### src/rtl/fpadd_pkg.sv
package fpadd_pkg;
   typedef enum logic [1:0] {
      FPC_ZERO = 2'd0,
      FPC_NORM = 2'd1,
      FPC_INF  = 2'd2,
      FPC_NAN  = 2'd3
   } fp_cls_e;
endpackage

### src/rtl/fpadd_unpack.sv
module fpadd_unpack
   import fpadd_pkg::*;
#(
   parameter int EXP_W  = 8,
   parameter int FRAC_W = 23
) (
   input  logic [EXP_W+FRAC_W:0] op,
   input  logic                  flip,
   output logic                  sign,
   output logic [EXP_W-1:0]      exp_o,
   output logic [FRAC_W:0]       sig_o,
   output fp_cls_e               cls
);
   localparam logic [EXP_W-1:0] EXP_ONES = '1;

   logic [EXP_W-1:0]  e_fld;
   logic [FRAC_W-1:0] f_fld;

   assign e_fld = op[EXP_W+FRAC_W-1:FRAC_W];
   assign f_fld = op[FRAC_W-1:0];
   assign sign  = op[EXP_W+FRAC_W] ^ flip;

   always_comb begin
      exp_o = e_fld;
      sig_o = {1'b1, f_fld};
      if (e_fld == '0) begin
         // denormals are flushed: no hidden bit, no fraction
         cls   = FPC_ZERO;
         sig_o = '0;
      end else if (e_fld == EXP_ONES) begin
         cls = (f_fld == '0) ? FPC_INF : FPC_NAN;
      end else begin
         cls = FPC_NORM;
      end
   end
endmodule

### src/rtl/fpadd_align.sv
module fpadd_align #(
   parameter int EXP_W  = 8,
   parameter int FRAC_W = 23
) (
   input  logic              a_sign,
   input  logic [EXP_W-1:0]  a_exp,
   input  logic [FRAC_W:0]   a_sig,
   input  logic              b_sign,
   input  logic [EXP_W-1:0]  b_exp,
   input  logic [FRAC_W:0]   b_sig,
   output logic              l_sign,
   output logic [EXP_W-1:0]  l_exp,
   output logic [FRAC_W:0]   l_sig,
   output logic              eff_sub,
   output logic [FRAC_W+3:0] s_aln
);
   localparam int SW = FRAC_W + 4;

   logic             a_big;
   logic             s_sign;
   logic [EXP_W-1:0] s_exp;
   logic [FRAC_W:0]  s_sig;
   logic [EXP_W-1:0] gap;
   logic [SW-1:0]    wide;
   logic [SW-1:0]    shifted;
   logic [SW-1:0]    keep_mask;
   logic             lost;

   assign a_big   = {a_exp, a_sig} >= {b_exp, b_sig};
   assign l_sign  = a_big ? a_sign : b_sign;
   assign l_exp   = a_big ? a_exp  : b_exp;
   assign l_sig   = a_big ? a_sig  : b_sig;
   assign s_sign  = a_big ? b_sign : a_sign;
   assign s_exp   = a_big ? b_exp  : a_exp;
   assign s_sig   = a_big ? b_sig  : a_sig;
   assign eff_sub = l_sign ^ s_sign;
   assign gap     = l_exp - s_exp;
   assign wide    = {s_sig, 3'b000};

   always_comb begin
      keep_mask = {SW{1'b1}} << gap;
      if (32'(gap) >= SW) begin
         shifted = '0;
         lost    = |wide;
      end else begin
         shifted = wide >> gap;
         lost    = |(wide & ~keep_mask);
      end
   end

   // fold everything shifted past the round bit into the sticky LSB
   assign s_aln = {shifted[SW-1:1], shifted[0] | lost};
endmodule

### src/rtl/fpadd_round.sv
module fpadd_round #(
   parameter int EXP_W  = 8,
   parameter int FRAC_W = 23
) (
   input  logic                    l_sign,
   input  logic [EXP_W-1:0]        l_exp,
   input  logic [FRAC_W:0]         l_sig,
   input  logic                    eff_sub,
   input  logic [FRAC_W+3:0]       s_aln,
   output logic [EXP_W+FRAC_W:0]   res
);
   localparam int SW  = FRAC_W + 4;
   localparam int LZW = $clog2(SW + 1);
   localparam int EW  = EXP_W + 2;
   localparam logic [EW-1:0] EMAX_X = EW'((1 << EXP_W) - 1);

   logic [SW:0]       sum;
   logic [SW-1:0]     norm;
   logic [LZW-1:0]    lz;
   logic [EW-1:0]     le;
   logic [EW-1:0]     en;
   logic [FRAC_W+1:0] mant;
   logic [FRAC_W-1:0] frac;
   logic              inc;
   logic              under;

   assign le  = EW'(l_exp);
   assign sum = eff_sub ? ({1'b0, l_sig, 3'b000} - {1'b0, s_aln})
                        : ({1'b0, l_sig, 3'b000} + {1'b0, s_aln});

   always_comb begin
      lz = LZW'(SW);
      for (int i = 0; i < SW; i++) begin
         if (sum[i]) lz = LZW'(SW - 1 - i);
      end
   end

   always_comb begin
      under = 1'b0;
      if (sum[SW]) begin
         norm = {sum[SW:2], sum[1] | sum[0]};
         en   = le + EW'(1);
      end else begin
         norm  = sum[SW-1:0] << lz;
         en    = le - EW'(lz);
         under = EW'(lz) >= le;
      end
      inc  = norm[2] & (norm[1] | norm[0] | norm[3]);
      mant = {1'b0, norm[SW-1:3]} + {{(FRAC_W+1){1'b0}}, inc};
      if (mant[FRAC_W+1]) begin
         en   = en + EW'(1);
         frac = mant[FRAC_W:1];
      end else begin
         frac = mant[FRAC_W-1:0];
      end

      if (sum == '0)
         res = {~eff_sub & l_sign, {(EXP_W+FRAC_W){1'b0}}};
      else if (under)
         res = {l_sign, {(EXP_W+FRAC_W){1'b0}}};
      else if (en >= EMAX_X)
         res = {l_sign, {EXP_W{1'b1}}, {FRAC_W{1'b0}}};
      else
         res = {l_sign, en[EXP_W-1:0], frac};
   end
endmodule

### src/rtl/fp32_addsub.sv
module fp32_addsub
   import fpadd_pkg::*;
#(
   parameter int EXP_W   = 8,
   parameter int FRAC_W  = 23,
   parameter int OUT_REG = 1
) (
   input  logic                  clk,
   input  logic                  rst_n,
   input  logic                  in_valid,
   input  logic                  op_sub,
   input  logic [EXP_W+FRAC_W:0] opa,
   input  logic [EXP_W+FRAC_W:0] opb,
   output logic                  out_valid,
   output logic [EXP_W+FRAC_W:0] res
);
   localparam int W = EXP_W + FRAC_W + 1;
   localparam logic [W-1:0] QNAN = {1'b0, {EXP_W{1'b1}}, 1'b1, {(FRAC_W-1){1'b0}}};

   if (EXP_W < 3)               begin : g_bad_exp  $error("EXP_W too small");  end
   if (FRAC_W < 2)              begin : g_bad_frac $error("FRAC_W too small"); end
   if (OUT_REG != 0 && OUT_REG != 1) begin : g_bad_reg $error("OUT_REG must be 0 or 1"); end

   logic [W-1:0]      op_v  [2];
   logic              flip_v[2];
   logic              sgn_v [2];
   logic [EXP_W-1:0]  exp_v [2];
   logic [FRAC_W:0]   sig_v [2];
   fp_cls_e           cls_v [2];

   assign op_v[0]   = opa;
   assign op_v[1]   = opb;
   assign flip_v[0] = 1'b0;
   assign flip_v[1] = op_sub;

   for (genvar k = 0; k < 2; k++) begin : g_unp
      fpadd_unpack #(.EXP_W(EXP_W), .FRAC_W(FRAC_W)) u_unp (
         .op(op_v[k]), .flip(flip_v[k]), .sign(sgn_v[k]),
         .exp_o(exp_v[k]), .sig_o(sig_v[k]), .cls(cls_v[k])
      );
   end

   logic              l_sign;
   logic [EXP_W-1:0]  l_exp;
   logic [FRAC_W:0]   l_sig;
   logic              eff_sub;
   logic [FRAC_W+3:0] s_aln;
   logic [W-1:0]      fin_res;
   logic [W-1:0]      nxt_res;

   fpadd_align #(.EXP_W(EXP_W), .FRAC_W(FRAC_W)) u_aln (
      .a_sign(sgn_v[0]), .a_exp(exp_v[0]), .a_sig(sig_v[0]),
      .b_sign(sgn_v[1]), .b_exp(exp_v[1]), .b_sig(sig_v[1]),
      .l_sign(l_sign), .l_exp(l_exp), .l_sig(l_sig),
      .eff_sub(eff_sub), .s_aln(s_aln)
   );

   fpadd_round #(.EXP_W(EXP_W), .FRAC_W(FRAC_W)) u_rnd (
      .l_sign(l_sign), .l_exp(l_exp), .l_sig(l_sig),
      .eff_sub(eff_sub), .s_aln(s_aln), .res(fin_res)
   );

   always_comb begin
      if (cls_v[0] == FPC_NAN || cls_v[1] == FPC_NAN ||
          (cls_v[0] == FPC_INF && cls_v[1] == FPC_INF && sgn_v[0] != sgn_v[1]))
         nxt_res = QNAN;
      else if (cls_v[0] == FPC_INF)
         nxt_res = {sgn_v[0], {EXP_W{1'b1}}, {FRAC_W{1'b0}}};
      else if (cls_v[1] == FPC_INF)
         nxt_res = {sgn_v[1], {EXP_W{1'b1}}, {FRAC_W{1'b0}}};
      else
         nxt_res = fin_res;
   end

   if (OUT_REG != 0) begin : g_reg
      always_ff @(posedge clk or negedge rst_n) begin
         if (!rst_n) begin
            out_valid <= 1'b0;
            res       <= '0;
         end else begin
            out_valid <= in_valid;
            if (in_valid) res <= nxt_res;
         end
      end
   end else begin : g_comb
      assign out_valid = in_valid;
      assign res       = nxt_res;
   end
endmodule

### config.mk
export PLATFORM = sky130hd
export DESIGN_NAME = fp32_addsub
export DESIGN_NICKNAME = d
export VERILOG_FILES = /design/src/rtl/fpadd_pkg.sv /design/src/rtl/fpadd_unpack.sv /design/src/rtl/fpadd_align.sv /design/src/rtl/fpadd_round.sv /design/src/rtl/fp32_addsub.sv
export SDC_FILE = /design/constraint.sdc
export NUM_CORES = 1
export LEC_CHECK = 0
export BUFFER_PORTS_ARGS = -buffer_cell sky130_fd_sc_hd__buf_2
export CAP_MARGIN = 30
export CORE_MARGIN = 1
export CORE_UTILIZATION = 64
export CTS_CLUSTER_SIZE = 28
export DETAILED_ROUTE_END_ITERATION = 8
export PLACE_DENSITY = 0.84
export SLEW_MARGIN = 20
export SYNTH_ARGS = -nofsm -noshare
export SYNTH_HDL_FRONTEND = slang
export SYNTH_HIERARCHICAL = 1
export SYNTH_SLANG_ARGS = --single-unit
### constraint.sdc
create_clock -name clk -period 0.8 [get_ports clk]
set_input_delay 0.2 -clock clk [delete_from_list [all_inputs] [get_ports clk]]
set_output_delay 0.2 -clock clk [all_outputs]
set_load 0.005 [all_outputs]
==> impl_summary.log, run 1 <==
[metrics] status: aborted with a tool error
[metrics] stage reached: clock tree synthesis (4_1_cts)
[metrics] First Error: [ERROR DPL-0038] Utilization greater than 100%, impossible to legalize
[metrics] hpwl dp: 61,700 um
[metrics] number of I/O port buffers: 100
[metrics] syn nets: 2,051
[metrics] GP Congestion: between 1 and 1.5
[metrics] number of clock sinks seen by CTS: 33
[metrics] number of clock buffers inserted by TritonCTS: 5
[metrics] Yosys reg bits: 33
[metrics] top-level port count: about 100
[metrics] number of distinct standard cells referenced by the synthesized netlist: ~120
[metrics] synth warn: 6
[metrics] H-tree Lvls: 2
[metrics] Horiz. Die Dim: between 100 and 150 um
[metrics] CTS Root Buffer Type: sky130_fd_sc_hd__clkbuf_16
[metrics] CTS Hold Bufs: 1
[metrics] top cells by area, synth: sky130_fd_sc_hd__ha_1 (8.7%), sky130_fd_sc_hd__dfrtp_1 (6.3%), sky130_fd_sc_hd__nand2_1 (6.1%)
[metrics] standard-cell rows: slightly above 50
[metrics] CTS resizes: ~280
[metrics] portion of synthesized cell area occupied by the leading cell type: 8.74%
[metrics] number of flops mapped to enable cells by yosys: 0
[metrics] # Post-CTS Setup Buffers: 104
[metrics] # placed instances: about 2,900
[metrics] initial core utilization: 66.1%
[metrics] main flop type after synthesis: sky130_fd_sc_hd__dfrtp_1
[metrics] Async S/R FF share, synth: 100%
[metrics] total standard cell area after synthesis: about 13,000 um^2
[metrics] sequential cell area fraction in the yosys report: 6.34%
[metrics] Mapped Cells: 1,890
[metrics] die height: 145 um
[metrics] Avg Synthesized Cell Area: between 6 and 7 um^2
[metrics] cell taking the most area after synthesis: sky130_fd_sc_hd__ha_1
[metrics] clk buf depth: 2
## kinds of logic after synthesis
| kind of cell | share of synthesized area, % |
|---|---|
| muxes | 8.91 |
| buffers and inverters | 9.21 |
| adders and majority gates | 9.04 |
| other | 0.0288 |
| DFF | 6.34 |
| and+or+nand+nor | 28.5 |
| xor gates and xnor gates | 4.90 |
| AOI/OAI and AO/OA | 33.1 |
## synth_stat cells (28+ instances only)
library cell                 n
sky130_fd_sc_hd__inv_1     133
sky130_fd_sc_hd__dfrtp_1    33
sky130_fd_sc_hd__mux2i_1    75
sky130_fd_sc_hd__buf_2      32
sky130_fd_sc_hd__xor2_1     28
sky130_fd_sc_hd__nor2_1    110
sky130_fd_sc_hd__ha_1       91
sky130_fd_sc_hd__o21ai_0   126
sky130_fd_sc_hd__and2_1     67
sky130_fd_sc_hd__a211oi_1   43
sky130_fd_sc_hd__nor3_1     51
sky130_fd_sc_hd__nand2_1   211
sky130_fd_sc_hd__a21oi_1   139
sky130_fd_sc_hd__nand4_1    29
sky130_fd_sc_hd__o211ai_1   28
sky130_fd_sc_hd__nand3_1    64
sky130_fd_sc_hd__xnor2_1    43
sky130_fd_sc_hd__clkbuf_1   55
## stage by stage
step / cell area, um^2 / hold slack (ns) / util, % / setup WS (ns)
floorplan: 13400 / -0.0956 / - / -9.89
global placement: 19000 / 0.163 / 96.3 / -9.63
detailed placement: 19000 / 0.189 / 96.3 / -10.77
==> inputs of run 2 (changes only) <==
--- a/config.mk
+++ b/config.mk
@@ -8,10 +8,9 @@
 export BUFFER_PORTS_ARGS = -buffer_cell sky130_fd_sc_hd__buf_2
 export CAP_MARGIN = 30
 export CORE_MARGIN = 1
-export CORE_UTILIZATION = 64
-export CTS_CLUSTER_SIZE = 28
+export CORE_UTILIZATION = 40
 export DETAILED_ROUTE_END_ITERATION = 8
-export PLACE_DENSITY = 0.84
+export PLACE_DENSITY_LB_ADDON = 0.15
 export SLEW_MARGIN = 20
 export SYNTH_ARGS = -nofsm -noshare
 export SYNTH_HDL_FRONTEND = slang
==> impl_summary.log, run 2 <==
[metrics] longest individual stage delay on the worst path: between 0.5 and 0.6 ns
[metrics] ratio of final minimum period to clock period: 1300%
[metrics] count of placed standard cells in the final layout, fillers left out: roughly 3,200
[metrics] slew at the pin closest to its max-slew limit: 0.887 ns
[metrics] Yosys reg bits: 33 (unchanged)
[metrics] Avg Synthesized Cell Area: 6.89 um^2 (unchanged)
[metrics] die area: approximately 33,000 um^2
[metrics] Global Route Usage Sum: 37.9%
[metrics] required time of the critical path: about 0.98 ns
[metrics] portion of synthesized cell area occupied by the leading cell type: 8.74% (unchanged)
[metrics] clk buf depth: 2 (unchanged)
[metrics] CP endpoint kind: flip-flop
[metrics] number of vias after detailed routing: between 15,000 and 20,000
[metrics] top cells by area, synth: sky130_fd_sc_hd__ha_1 (8.7%), sky130_fd_sc_hd__dfrtp_1 (6.3%), sky130_fd_sc_hd__nand2_1 (6.1%) (unchanged)
[metrics] hpwl dp: 52,400 um (was 61,700 um)
[metrics] number of distinct standard cells referenced by the synthesized netlist: 121 (unchanged)
[metrics] latest clock arrival within the worst-skew pair: approximately 0.28 ns
[metrics] number of clock buffers inserted by TritonCTS: 5 (unchanged)
[metrics] largest net degree at the start of global routing: 55
[metrics] clk slew on worst S/H paths: approximately 0.060 ns
[metrics] total power: approximately 58,000 uW
[metrics] number of vias per cell: just under 6
[metrics] worst setup path class: primary input to flip-flop
[metrics] antenna violations before repair: 0
[metrics] total wire length: 66,800 um
[metrics] cell taking the most area after synthesis: sky130_fd_sc_hd__ha_1 (unchanged)
[metrics] most frequent cell after synthesis: sky130_fd_sc_hd__nand2_1 (unchanged)
[metrics] met3 layer wire length in the routed design: 4910 um
[metrics] number of nets at the end of the flow: ~3,000
[metrics] commonest cells in the netlist: sky130_fd_sc_hd__nand2_1 (211), sky130_fd_sc_hd__a21oi_1 (139), sky130_fd_sc_hd__inv_1 (133) (unchanged)
[metrics] number of flip-flops under the largest register name: 32
[metrics] wire length of the first global-routing pass: roughly 100,000 um
[metrics] worst IR drop on VDD: about 0.0022 V
[metrics] # placed instances: 3,100 (was 2,853)
[metrics] worst clock skew: 0 ns
[metrics] via count of the first global-routing pass: 18,500
[metrics] Final Slew Violations: 0
[metrics] synth warn: 6 (unchanged)
[metrics] Horiz. Die Dim: 182 um (was 145 um)
[metrics] Met2 Wirelength: 31,500 um
[metrics] area used by multi-input combinational logic: 12,800 um^2
[metrics] share of layout cells above drive strength 1: between 40% and 50%
[metrics] routed length per placed instance: 20.6 um
[metrics] highest net fanout along the worst path: 8
[metrics] RSZ-0062 raised after global routing: yes
[metrics] syn nets: 2,051 (unchanged)
[metrics] total count of hold-check failures in the final report: 0
[metrics] leading cell type in the layout, fill and taps excluded: sky130_fd_sc_hd__buf_4
[metrics] Seq. cell area: 826 um^2
[metrics] Diodes inserted: 0
[metrics] CP arrival: 10.56 ns
[metrics] DR pass1 iterations: 6
[metrics] Bufs and invs on worst path: 13
[metrics] status: finished with violations (was aborted with a tool error)
[metrics] CTS tree: yes
[metrics] worst rel slew slack: 40.8%
[metrics] 1st-iter DRT viols: roughly 1,500
[metrics] leakage power total: around 0.010 uW
[metrics] Layout area overhead: 74.3%
[metrics] worst path setup slack after routing: -9.59 ns
[metrics] standard-cell rows: 65 (was 51)
[metrics] Hold Crit Start: in_valid
[metrics] register with the most flip-flops: res
[metrics] Remaining Overflow, GRT: 0
[metrics] GP Congestion: 1.01 (was 1.32)
[metrics] length of routed wiring on met1: 28,100 um
[metrics] PD cells: 2540 nW/um^2
[metrics] main flop type after synthesis: sky130_fd_sc_hd__dfrtp_1 (unchanged)
[metrics] kind of cell with the highest combined delay on the critical path: compound AO/OA/AOI/OAI gates
[metrics] highest metal layer with signal wires: met4
[metrics] max cap viols: 0
[metrics] number of clock sinks seen by CTS: 33 (unchanged)
[metrics] number of inserted filler cells in the final layout: 2,545
[metrics] number of flops mapped to enable cells by yosys: 0 (unchanged)
[metrics] sequential cell area fraction in the yosys report: 6.34% (unchanged)
[metrics] number of failing setup endpoints in the final timing report: between 60 and 70
[metrics] CTS Root Buffer Type: sky130_fd_sc_hd__clkbuf_16 (unchanged)
[metrics] Critical Path Slowest Stage Cell: sky130_fd_sc_hd__or4_4
[metrics] number of remaining DRC errors: 0
[metrics] Placeable Area: 31,800 um^2
[metrics] top-level port count: 101 (unchanged)
[metrics] Mapped Cells: 1,890 (unchanged)
[metrics] failing checks: negative setup slack
[metrics] nature of the critical path startpoint: primary input
[metrics] hold crit path type: primary input to flip-flop
[metrics] reg-to-reg critical path startpoint: res[23]$_DFFE_PN0P_
[metrics] Achievable Freq: 96.3 MHz
[metrics] H-tree Lvls: 2 (unchanged)
[metrics] commonest cells after routing, fill and taps aside: sky130_fd_sc_hd__buf_4 (885), sky130_fd_sc_hd__nand2_1 (204), sky130_fd_sc_hd__inv_1 (120), sky130_fd_sc_hd__a21oi_1 (113), sky130_fd_sc_hd__buf_2 (97)
[metrics] Period minus WS final: around 10 ns
[metrics] die height: 182 um (was 145 um)
[metrics] initial core utilization: 41.0% (was 66.1%)
[metrics] Async S/R FF share, synth: 100% (unchanged)
[metrics] total standard cell area after synthesis: 13,000 um^2 (unchanged)
[metrics] Worst setup startpoint: opb[23]
[metrics] Routed Antenna Nets: 0
[metrics] largest registers ranked by flip-flop count: res x32, out_valid x1
[metrics] number of I/O port buffers: 100 (unchanged)
[run 2: cell counts after synthesis]
No cell type changed its count.
[run 2: layer usage]
metal  track usage (%)  up-vias
met4              9.95        0
met3              4.13      182
li1                  -     8849
met2              65.4      891
met5                 0        -
met1              50.0     9125
[run 2: final timing paths]
check                      cells after the start  slack (ns)                   to
hold / removal                                 2        0.26  out_valid$_DFF_PN0_
hold reg to reg                                1        0.49  res[29]$_DFFE_PN0P_
setup reg to reg                               2       -0.02  res[23]$_DFFE_PN0P_
min in group asynchronous                      3        0.40   res[8]$_DFFE_PN0P_
max in group asynchronous                      3        0.21  res[28]$_DFFE_PN0P_
setup / recovery                              53       -9.59  res[22]$_DFFE_PN0P_
[run 2: cells by family after synthesis]
logic type	count (synthesis)	synth area share, %
and+or+nand+nor	713	28.5
DFF	33	6.34
other	1	0.0288
adders and majority gates	93	9.04
buffers and inverters	264	9.21
muxes	99	8.91
AOI/OAI and AO/OA	615	33.1
xor gates and xnor gates	72	4.90
[run 2: cell type report]
class	count	area share (%)
repair inverters	1	0.0165
clock inverters	1	0.132
clock buffers	7	0.628
repair buffers	1027	34.4
inverters	137	2.34
well taps	435	2.40
flip-flops and latches	33	3.64
multi-input cells	1596	56.5
[run 2: timing repair]
action,4_1_cts,5_1_grt
setup buffers,64,62
setup endpoints to repair,65,65
cloned,4,3
hold buffers,1,0
pin swaps,56,85
resized for setup,114,233
hold endpoints to repair,33,0
[run 2: metrics by stage]
stage	TNS (ns)	instance area [um^2]	hold slack [ns]	setup slack [ns]	util, %
final	-307.51	22700	0.263	-9.59	71.4
after global routing	-318.97	22700	0.270	-9.93	71.4
after CTS	-299.83	21100	0.254	-9.31	66.3
after detailed placement	-318.01	19800	0.169	-10.11	62.4
after global placement	-314.78	19800	0.164	-10.02	62.4
after floorplan	-307.16	13400	-0.0956	-9.89	-
[run 2: worst register-to-register path, delay by kind of cell, from the launching register on]
kind / cells / cell delay (ns)
DFF: 1 / 0.39
AOI/OAI and AO/OA: 1 / 0.18
buffers and inverters: 1 / 0.14
[run 2: where the power goes]
part	total (uW)	switching, uW	leakage [uW]	internal, uW
Combinational	52500	26900	0.00998	25600
Sequential	2790	392	0.000397	2400
Clock	2320	763	0.0000841	1560
Total	57600	28100	0.0105	29500
(Power assumes the default switching activity.)
